**src/rtl/qsad_pkg.sv**
```systemverilog
// Package: shared sizes and the legacy slot table for the quad channel decoder.
// Assumes a 3-bit slot code and a 16-bit address space.
package qsad_pkg;
    localparam int ADDR_W = 16;
    localparam int SLOT_W = 3;
    localparam int NSLOT  = 1 << SLOT_W;

    // Legacy base address of each slot code.
    function automatic logic [ADDR_W-1:0] slot_base(input logic [SLOT_W-1:0] code);
        logic [ADDR_W-1:0] b;
        case (code)
            3'd0:    b = 16'h03F8;
            3'd1:    b = 16'h02F8;
            3'd2:    b = 16'h3220;
            3'd3:    b = 16'h3228;
            3'd4:    b = 16'h4220;
            3'd5:    b = 16'h4228;
            3'd6:    b = 16'h5220;
            default: b = 16'h5228;
        endcase
        return b;
    endfunction

    // Whether a slot code is legal for a channel: the lower half of the channels
    // lose the top code, the upper half lose code zero.
    function automatic logic slot_legal(input int ch, input int nch, input logic [SLOT_W-1:0] code);
        if (ch < nch / 2) return code != SLOT_W'(NSLOT - 1);
        else              return code != '0;
    endfunction
endpackage

```
**src/rtl/qsad_disc_match.sv**
```systemverilog
// Module: discrete-scheme match for one channel.
// Raises hit when the address falls in the eight registers at the channel's
// legacy slot, the slot code is legal for this channel and the channel is enabled.
// Assumes every slot base is 8-byte aligned.
module qsad_disc_match
    import qsad_pkg::*;
#(
    parameter int CH     = 0,
    parameter int NUM_CH = 4,
    parameter int REG_W  = 3
) (
    input  logic [ADDR_W-1:0] addr,
    input  logic [SLOT_W-1:0] code,
    input  logic              en,
    output logic              hit
);
    logic [ADDR_W-1:0] base;

    // Compare the address against the chosen slot, ignoring the register offset bits.
    always_comb begin
        base = slot_base(code);
        hit  = en && slot_legal(CH, NUM_CH, code)
                  && (addr[ADDR_W-1:REG_W] == base[ADDR_W-1:REG_W]);
    end
endmodule

```
**src/rtl/qsad_blk_match.sv**
```systemverilog
// Module: block-scheme window decode.
// Raises win when the address lies in the aligned window, and drives one lane
// request per enabled channel, indexed by the address bits just above the offset.
// Assumes the window spans exactly NUM_CH * 2**REG_W bytes.
module qsad_blk_match
    import qsad_pkg::*;
#(
    parameter int NUM_CH = 4,
    parameter int REG_W  = 3
) (
    input  logic [ADDR_W-1:0]       addr,
    input  logic [ADDR_W-REG_W-$clog2(NUM_CH)-1:0] base,
    input  logic [NUM_CH-1:0]       en,
    output logic                    win,
    output logic [NUM_CH-1:0]       lane_req
);
    localparam int LANE_W = $clog2(NUM_CH);
    localparam int WIN_W  = REG_W + LANE_W;

    logic [LANE_W-1:0] lane;

    // Window hit from the upper address bits.
    always_comb begin
        win  = (addr[ADDR_W-1:WIN_W] == base);
        lane = addr[WIN_W-1:REG_W];
    end

    // One request per lane, gated by the channel enable.
    for (genvar i = 0; i < NUM_CH; i++) begin : g_lane
        assign lane_req[i] = win && en[i] && (lane == LANE_W'(i));
    end
endmodule

```
**src/rtl/qsad_prio.sv**
```systemverilog
// Module: fixed-priority picker, lowest index wins.
// Assumes any number of request bits may be high at once.
module qsad_prio #(
    parameter int N = 4
) (
    input  logic [N-1:0] req,
    output logic [N-1:0] gnt
);
    // Grant the lowest set request bit.
    always_comb begin
        gnt = '0;
        for (int i = N - 1; i >= 0; i--) begin
            if (req[i]) gnt = N'(1) << i;
        end
    end
endmodule

```
**src/rtl/qsad_top.sv**
```systemverilog
// Module: quad serial channel address decoder, top level.
// Combines the discrete and block decoders, applies the strobe gate, and
// produces one-hot selects, the register offset and the card claim.
// Assumes the strobes are already qualified by bus timing upstream.
module qsad_top
    import qsad_pkg::*;
#(
    parameter int NUM_CH = 4,
    parameter int REG_W  = 3
) (
    input  logic [ADDR_W-1:0]        io_addr,
    input  logic                     rd_stb,
    input  logic                     wr_stb,
    input  logic                     mode_block,
    input  logic [NUM_CH*SLOT_W-1:0] slot_sel,
    input  logic [ADDR_W-REG_W-$clog2(NUM_CH)-1:0] blk_base,
    input  logic [NUM_CH-1:0]        chan_en,
    output logic [NUM_CH-1:0]        chan_sel,
    output logic [REG_W-1:0]         reg_ofs,
    output logic                     card_claim
);
    localparam int LANE_W = $clog2(NUM_CH);

    logic [NUM_CH-1:0] disc_hit;
    logic [NUM_CH-1:0] disc_gnt;
    logic [NUM_CH-1:0] blk_req;
    logic              blk_win;
    logic              stb;

    // One discrete matcher per channel.
    for (genvar c = 0; c < NUM_CH; c++) begin : g_disc
        qsad_disc_match #(.CH(c), .NUM_CH(NUM_CH), .REG_W(REG_W)) u_match (
            .addr (io_addr),
            .code (slot_sel[c*SLOT_W +: SLOT_W]),
            .en   (chan_en[c]),
            .hit  (disc_hit[c])
        );
    end

    qsad_prio #(.N(NUM_CH)) u_prio (
        .req (disc_hit),
        .gnt (disc_gnt)
    );

    qsad_blk_match #(.NUM_CH(NUM_CH), .REG_W(REG_W)) u_blk (
        .addr     (io_addr),
        .base     (blk_base),
        .en       (chan_en),
        .win      (blk_win),
        .lane_req (blk_req)
    );

    // Pick the active scheme and gate everything with the strobes.
    always_comb begin
        stb     = rd_stb | wr_stb;
        reg_ofs = io_addr[REG_W-1:0];
        if (!stb) begin
            chan_sel   = '0;
            card_claim = 1'b0;
        end else if (mode_block) begin
            chan_sel   = blk_req;
            card_claim = blk_win;
        end else begin
            chan_sel   = disc_gnt;
            card_claim = |disc_hit;
        end
    end

    // Output properties checked on every evaluation.
    always_comb begin
        p_one_sel_r9: assert ($onehot0(chan_sel))
            else $error("R9: more than one select");
        p_idle_quiet_r2: assert (rd_stb || wr_stb || (chan_sel == '0 && !card_claim))
            else $error("R2: output without strobe");
        p_sel_claims_r11: assert (chan_sel == '0 || card_claim)
            else $error("R11: select without claim");
        p_sel_enabled_r5: assert ((chan_sel & ~chan_en) == '0)
            else $error("R5: disabled channel selected");
        p_blk_lane_r7: assert (!mode_block || chan_sel == '0
                               || chan_sel == (NUM_CH'(1) << io_addr[REG_W +: LANE_W]))
            else $error("R7: block select on wrong lane");
        p_disc_claim_r11: assert (mode_block || !stb || (card_claim == (chan_sel != '0)))
            else $error("R11: discrete claim disagrees with selects");
    end
endmodule

```
**config.mk**
```make
export PLATFORM = sky130hd
export DESIGN_NAME = qsad_top
export DESIGN_NICKNAME = d
export VERILOG_FILES = /design/src/rtl/qsad_pkg.sv /design/src/rtl/qsad_disc_match.sv /design/src/rtl/qsad_blk_match.sv /design/src/rtl/qsad_prio.sv /design/src/rtl/qsad_top.sv
export SDC_FILE = /design/constraint.sdc
export NUM_CORES = 1
export LEC_CHECK = 0
export ABC_AREA = 1
export BUFFER_PORTS_ARGS = -buffer_cell sky130_fd_sc_hd__buf_2
export CORE_MARGIN = 3
export CORE_UTILIZATION = 50
export DETAILED_ROUTE_END_ITERATION = 8
export GPL_TIMING_DRIVEN = 0
export PLACE_DENSITY = 0.95
export SYNTH_ARGS = -nofsm -noshare
export SYNTH_HDL_FRONTEND = slang
export SYNTH_SLANG_ARGS = --single-unit
```
**constraint.sdc**
```tcl
create_clock -name vclk -period 1.9
set_input_delay 0.095 -clock vclk [all_inputs]
set_output_delay 0.095 -clock vclk [all_outputs]
set_load 0.02 [all_outputs]
```
==> results.toml, run 1 <==
[sta]
setup_viol = 0
maxSlewHeadroom_pct = 82.2
fin_crit_sh_pct = 73.9
fmax_ghz = 0.712
tightest_slew_ns = 0.265
tns_ns = 0
period_minus_slack_ns = 1.40
rsz0062_at_grt = "no"
slew_violations = 0
finalHoldViolCount = 0
setup_ws_ns = 0.495

[routing]
first_pass_iters = 4
drt_wl_total_um = 2650
dr_total_vias = 1314
drc_errors = 0
viasPerCell = 5.02
ant_nets = 0
post_drt_wl_per_cell_um = 10.1
drt-initial-drc-count = 48

[critical_path]
end_kind = "output port"
slowest_stage = "nor2_1"
crit_fanout = 6
cp.arrival_ns = 1.31
critical_path.startpoint_type = "input pin"
slowest_delay_ns = 0.15
critPathKind = "in2out"
required_ns = 1.80
cpMostUsedCell = "nor2_1"
path_cells = "buf_2 > nor2_1 > nand2_1 > nand2_1 > o21ai_0 > nor2_1 > nand3_1 > nand2_1 > nor2_1 > nor2_1 > nor2_1 > buf_2"

[hold_path]
hold_path_class = "in2out"

[power_and_ir_drop]
power_density_nw_per_um2 = 189
finalPower_uw = 217
p_leak_uw = 0.000715
peakVddDrop_mv = 0.112

[place]
hpwl_um = 2310
port_buffers = 49
gp_congestion = 0.963
dpl_worst_slack_ns = 0.504

[synthesis]
synth_top_area_share_pct = 30.6
synthTopCellsByArea = "nand2_1 (31%), nor2_1 (15%), inv_1 (13%)"
netlist_instances = 197
synth_top_area_cell = "nand2_1"
syn_area_per_cell_um2 = 4.48
syn_nets = 243
synth_commonest_cells = "nand2_1 (72), nor2_1 (35), inv_1 (31)"
ys_types = 20
ys_warn_count = 0
ys_seq_area_share_pct = 0
synth.most_common_cell = "nand2_1"
syn_area_um2 = 883

[clocking]
postCtsSetupBuffers = 0
cts_resized = 0
holdBufCountCts = 0

[die]
start_util_pct = 56.0
io_pins = 54
rows = 14
die-height_um = 48.0
die_area_um2 = 2310
coreArea_um2 = 1580
dieWidth_um = 48.0

[global_route]
grt_max_degree = 10
track_usage_pct = 22.3
grt_overflow_total = 0
grt_pass1_vias = 1016
grt_pass1_wl_um = 3870
antenna_found_initial = 0

[cells_and_area]
syn_to_final_growth_pct = 30.0
regArea_um2 = 0
multiInputGateArea_um2 = 714
n_antenna_cell = 0
drive_gt1_share_pct = 25.2
seq_cells = 0
nClkBuffers = 0
nets = 294
fillers = 148

[outcome]
status = "finished clean"

[run]
maxCapViolations = 0
## layer usage
| metal | part of all wire, % | vias to the layer above | GRT usage [%] |
|---|---|---|---|
| met5 | 0 | - | 0 |
| met4 | 0 | 0 | 1.61 |
| met3 | 8.5 | 0 | 0 |
| met2 | 49 | 57 | 42.7 |
| met1 | 43 | 554 | 28.7 |
| li1 | - | 703 | - |
## through the flow
step	util, %	instance area (µm²)	std cells	hold slack, ns
CTS	72.9	1150	262	0.411
global route	72.9	1150	262	0.418
floorplan	-	883	197	0.303
detailed placement	72.9	1150	262	0.411
finish	72.9	1150	262	0.409
global placement	72.9	1150	262	0.408
## layout make-up
type	count	area share, %
multi-input cells	159	62.2
well taps	16	1.74
plain buffers	5	3.92
inverters	33	10.8
repair buffers	49	21.4
## where the power goes
group / internal [µW] / switching, µW
sequential: 0 / 0
combinational: 91.6 / 126
clock: 0 / 0
## worst max-delay path, delay by kind of cell
family,cells,cell delay (ns)
AND/OR/NAND/NOR,9,0.86
buffers and inverters,2,0.28
AO/OA/AOI/OAI,1,0.07
## cell families (layout without fill, tap and decap cells)
group | Yosys count | after routing | synth area share, %
xor+xnor | 7 | 7 | 6.94
compound gates | 15 | 15 | 8.92
buf+inv | 38 | 87 | 19.1
simple gates | 137 | 137 | 65.0
## final timing paths
kind,slack (ns),endpoint,startpoint,cells past startpoint
worst min-delay path,0.41,reg_ofs[1],io_addr[1],2
worst max-delay path,0.50,chan_sel[3],io_addr[4],12
## cells in the final DEF (no fill, tap or decap)
cell / instances
nor2_2: 2
or2_2: 2
inv_1: 31
nor3_1: 1
o21ai_0: 10
nor4_1: 1
xnor2_1: 4
nand4_1: 7
inv_2: 2
nand2b_1: 1
nor2_1: 35
nand3_1: 14
buf_6: 2
or2_1: 1
nor3_2: 1
a21oi_1: 4
xor2_1: 3
buf_2: 49
nand2_1: 72
buf_4: 3
a21oi_2: 1
(Power assumes the default switching activity.)
==> run 2, diff against run 1 <==
--- a/config.mk
+++ b/config.mk
@@ -7,11 +7,12 @@
 export LEC_CHECK = 0
 export ABC_AREA = 1
 export BUFFER_PORTS_ARGS = -buffer_cell sky130_fd_sc_hd__buf_2
+export CORE_ASPECT_RATIO = 1.5
 export CORE_MARGIN = 3
-export CORE_UTILIZATION = 50
+export CORE_UTILIZATION = 42
 export DETAILED_ROUTE_END_ITERATION = 8
 export GPL_TIMING_DRIVEN = 0
-export PLACE_DENSITY = 0.95
+export PLACE_DENSITY = 0.89
 export SYNTH_ARGS = -nofsm -noshare
 export SYNTH_HDL_FRONTEND = slang
 export SYNTH_SLANG_ARGS = --single-unit
==> constraint.sdc (replaced) <==
create_clock -name vclk -period 1.2
set_input_delay 0.06 -clock vclk [all_inputs]
set_output_delay 0.06 -clock vclk [all_outputs]
set_load 0.02 [all_outputs]
==> results.toml, run 2 (same netlist as run 1, synthesis figures left out) <==
[outcome]
status = "complete, but fails checks"
violations = "negative setup slack"

[critical_path]
cp.arrival_ns = 1.24
critPathKind = "in2out"
crit_fanout = 8
required_ns = 1.14
end_kind = "output port"
critical_path.startpoint_type = "input pin"

[routing]
drc_errors = 0
dr_total_vias = 1463
ant_nets = 0
first_pass_iters = 4
drt-initial-drc-count = 30
viasPerCell = 5.38
post_drt_wl_per_cell_um = 13.4
drt_wl_total_um = 3660

[sta]
setup_viol = 5
tightest_slew_ns = 0.292
finalHoldViolCount = 0
setup_ws_ns = -0.103
period_minus_slack_ns = 1.30
tns_ns = -0.347
fmax_ghz = 0.767
slew_violations = 0
rsz0062_at_grt = "yes"
fin_crit_sh_pct = 109
maxSlewHeadroom_pct = 80.4

[die]
die_area_um2 = 2700
die-height_um = 62.2
start_util_pct = 46.4
coreArea_um2 = 1900
io_pins = 54
rows = 19
dieWidth_um = 43.4

[global_route]
grt_overflow_total = 0
grt_max_degree = 10
antenna_found_initial = 0
track_usage_pct = 25.1
grt_pass1_wl_um = 5600
grt_pass1_vias = 1420

[cells_and_area]
nets = 299
n_antenna_cell = 0
seq_cells = 0
drive_gt1_share_pct = 44.6
syn_to_final_growth_pct = 66.6
fillers = 145
nClkBuffers = 0
layout_common_cells = "nand2_1 (61), buf_2 (31), inv_1 (21), nor2_1 (21), buf_4 (14)"
regArea_um2 = 0
fin_cells = 272
post-route-util_pct = 77.4
final_common_cell = "nand2_1"

[clocking]
holdBufCountCts = 0

[place]
hpwl_um = 2280
dp_cells = 267
port_buffers = 49
gp_congestion = 0.969
dpl_worst_slack_ns = -0.124

[hold_path]
hold_path_class = "in2out"

[power_and_ir_drop]
peakVddDrop_mv = 0.238
power_density_nw_per_um2 = 323
p_leak_uw = 0.000807

[run]
maxCapViolations = 0
run 2: cell count changes in the layout (fill, tap and decap cells not counted), moves of 8 or more:
cell,delta
buf_4,+11
nor2_1,-14
nand2_1,-11
buf_2,-18
nor2_4,+8
inv_1,-10
nand2_2,+10
run 2: path summary, 6_finish.rpt:
kind / from / end / depth (start not counted)
max: io_addr[14] / chan_sel[2] / 7
min: io_addr[0] / reg_ofs[0] / 2
run 2: metal layers:
| layer | vias up | GRT usage, % | share of wire (%) |
|---|---|---|---|
| met4 | 0 | 6.42 | 2.3 |
| li1 | 718 | - | - |
| met2 | 56 | 49.3 | 57 |
| met5 | - | 0 | 0 |
| met1 | 681 | 27.2 | 37 |
| met3 | 8 | 1.45 | 4.1 |
run 2: final cells by class:
| type | count | area (µm²) | share of cell area, % |
|---|---|---|---|
| inverter | 33 | 136 | 9.27 |
| timing repair buffer | 54 | 380 | 25.9 |
| buffer | 5 | 48.8 | 3.32 |
| multi-input combinational | 159 | 880 | 59.8 |
| tap | 21 | 26.3 | 1.79 |
run 2: power breakdown:
group	internal [µW]	switching, µW	leakage, µW
sequential	0	0	0
clock	0	0	0
combinational	210	265	0.000807
run 2: worst max-delay path, stage by stage:
cell,delay [ns]
buf_8,0.12
xor2_1,0.15
nor3_2,0.28
nand3_2,0.12
or2_1,0.24
a21oi_2,0.13
buf_4,0.15
run 2: metrics by stage:
stage                     hold slack (ns)  cell area, µm²  total power (µW)
after global routing                0.345            1470               519
after floorplan                     0.233             883               202
after detailed placement            0.340            1150               339
final                               0.339            1470               475
after global placement              0.339            1150               334
after CTS                           0.340            1360               415
run 2: repair_timing:
item / in CTS / in global routing
buffers inserted: 3 / 2
cloned: 0 / 0
endpoints found under the setup margin: 5 / 5
pin swaps: 23 / 20
gates resized for setup: 58 / 37
==> run 3, diff against run 2 <==
--- a/config.mk
+++ b/config.mk
@@ -5,14 +5,12 @@
 export SDC_FILE = /design/constraint.sdc
 export NUM_CORES = 1
 export LEC_CHECK = 0
-export ABC_AREA = 1
 export BUFFER_PORTS_ARGS = -buffer_cell sky130_fd_sc_hd__buf_2
-export CORE_ASPECT_RATIO = 1.5
 export CORE_MARGIN = 3
-export CORE_UTILIZATION = 42
+export CORE_UTILIZATION = 47
 export DETAILED_ROUTE_END_ITERATION = 8
 export GPL_TIMING_DRIVEN = 0
-export PLACE_DENSITY = 0.89
+export PLACE_DENSITY = 0.95
 export SYNTH_ARGS = -nofsm -noshare
 export SYNTH_HDL_FRONTEND = slang
 export SYNTH_SLANG_ARGS = --single-unit
==> constraint.sdc (replaced) <==
create_clock -name vclk -period 1.5
set_input_delay 0.075 -clock vclk [all_inputs]
set_output_delay 0.075 -clock vclk [all_outputs]
set_load 0.02 [all_outputs]
==> results.toml, run 3 <==
[cells_and_area]
post-route-util_pct = 91.4
n_antenna_cell = 0
multiInputGateArea_um2 = 823
regArea_um2 = 0
final_common_cell = "buf_2"
nets = 216
syn_to_final_growth_pct = 68.9
drive_gt1_share_pct = 51.8
seq_cells = 0
fillers = 61
nClkBuffers = 0
layout_common_cells = "buf_2 (39), xor2_1 (12), buf_6 (10)"

[die]
coreArea_um2 = 1400
io_pins = 54
rows = 13
die_area_um2 = 2130
dieWidth_um = 46.1
start_util_pct = 54.1
die-height_um = 46.1

[critical_path]
crit_fanout = 3
cp.arrival_ns = 1.82
critical_path.startpoint_type = "input pin"
required_ns = 1.42
worstSetupStartpoint = "io_addr[4]"
critPathKind = "in2out"
end_kind = "output port"

[outcome]
violations = "negative setup slack"
status = "complete, but fails checks"

[sta]
setup_ws_ns = -0.395
rsz0062_at_grt = "yes"
period_minus_slack_ns = 1.89
maxSlewHeadroom_pct = 71.7
finalHoldViolCount = 0
fmax_ghz = 0.528
tightest_slew_ns = 0.412
fin_crit_sh_pct = 126
setup_viol = 5
slew_violations = 0

[place]
hpwl_um = 2110
port_buffers = 48
gp_congestion = 0.861

[global_route]
grt_pass1_vias = 1179
grt_max_degree = 11
grt_pass1_wl_um = 5490
grt_overflow_total = 0
track_usage_pct = 34.8
antenna_found_initial = 0

[routing]
dr_total_vias = 1313
drc_errors = 0
post_drt_wl_per_cell_um = 22.4
drt-initial-drc-count = 82
drt_wl_total_um = 4100
ant_nets = 0
first_pass_iters = 5
viasPerCell = 7.17

[synthesis]
synth_top_area_share_pct = 13.9
ys_seq_area_share_pct = 0
syn_area_per_cell_um2 = 6.64
netlist_instances = 114
ys_warn_count = 0
synth_commonest_cells = "xor2_1 (12), a21oi_1 (10), nand2_1 (10), nor2_1 (10), nor3_1 (6)"
syn_area_um2 = 757
synth_top_area_cell = "xor2_1"
synthTopCellsByArea = "xor2_1 (14%), a21oi_1 (6.6%), nand2_1 (5.0%)"
ys_types = 41
syn_nets = 160
synth.most_common_cell = "xor2_1"

[hold_path]
hold_path_class = "in2out"
min-delay-start = "io_addr[0]"

[power_and_ir_drop]
p_leak_uw = 0.000539
finalPower_uw = 316
peakVddDrop_mv = 0.197
power_density_nw_per_um2 = 247

[run]
maxCapViolations = 0

[clocking]
holdBufCountCts = 0
## run 3: path summary, 6_finish.rpt
| path | end | slack [ns] | cells past startpoint |
|---|---|---|---|
| setup / recovery | chan_sel[3] | -0.39 | 8 |
| hold / removal | reg_ofs[0] | 0.37 | 2 |
## run 3: worst max-delay path, cell delays in order
cell and delay [ns]:
buf_8 0.10, or3_4 0.38, a211o_1 0.27, a211oi_2 0.25, nor4b_4 0.28, nand4b_1 0.15
a21oi_2 0.18, buf_6 0.14
## run 3: repair_timing
item | CTS | global route
gates resized for setup | 38 | 9
buffers inserted | 5 | 1
pin swaps | 15 | 4
hold endpoints to repair | 0 | 0
endpoints found under the setup margin | 5 | 5
## run 3: area by class of cell
type                            count  share of cell area, %
Buffer                              7                   5.09
Inverter                            5                   1.47
Multi-Input combinational cell    102                   64.4
Tap cell                           15                   1.47
Timing Repair Buffer               54                   27.6
## run 3: cell families (layout without fill, tap and decap cells)
logic type	after synthesis	in the layout	share of synthesized area, %
AOI/OAI and AO/OA	29	29	26.8
xor gates and xnor gates	15	15	17.4
buffers and inverters	12	66	9.59
muxes	2	2	2.64
and+or+nand+nor	56	56	43.6
## run 3: per-layer routing
metal  track usage [%]  routed length (µm)  part of all wire (%)
met1              37.5                1410                    34
met2              63.5                1770                    43
met3              6.25                 556                    14
met4              17.6                 359                   8.8
met5                 0                   0                     0
## run 3: power by group
| group | switching, µW | internal, µW |
|---|---|---|
| logic | 177 | 139 |
| clock network | 0 | 0 |
| registers | 0 | 0 |
| total | 177 | 139 |
## run 3: metrics by stage
stage	TNS [ns]	setup WS, ns	cells	hold WS (ns)	cell area, µm²
6_report	-1.54	-0.395	183	0.367	1280
5_1_grt	-1.80	-0.421	183	0.376	1280
4_1_cts	-1.06	-0.266	182	0.368	1220
3_5_place_dp	-1.80	-0.412	177	0.369	1030
3_3_place_gp	-1.55	-0.347	177	0.369	1030
2_1_floorplan	-0.122	-0.0597	114	0.263	773
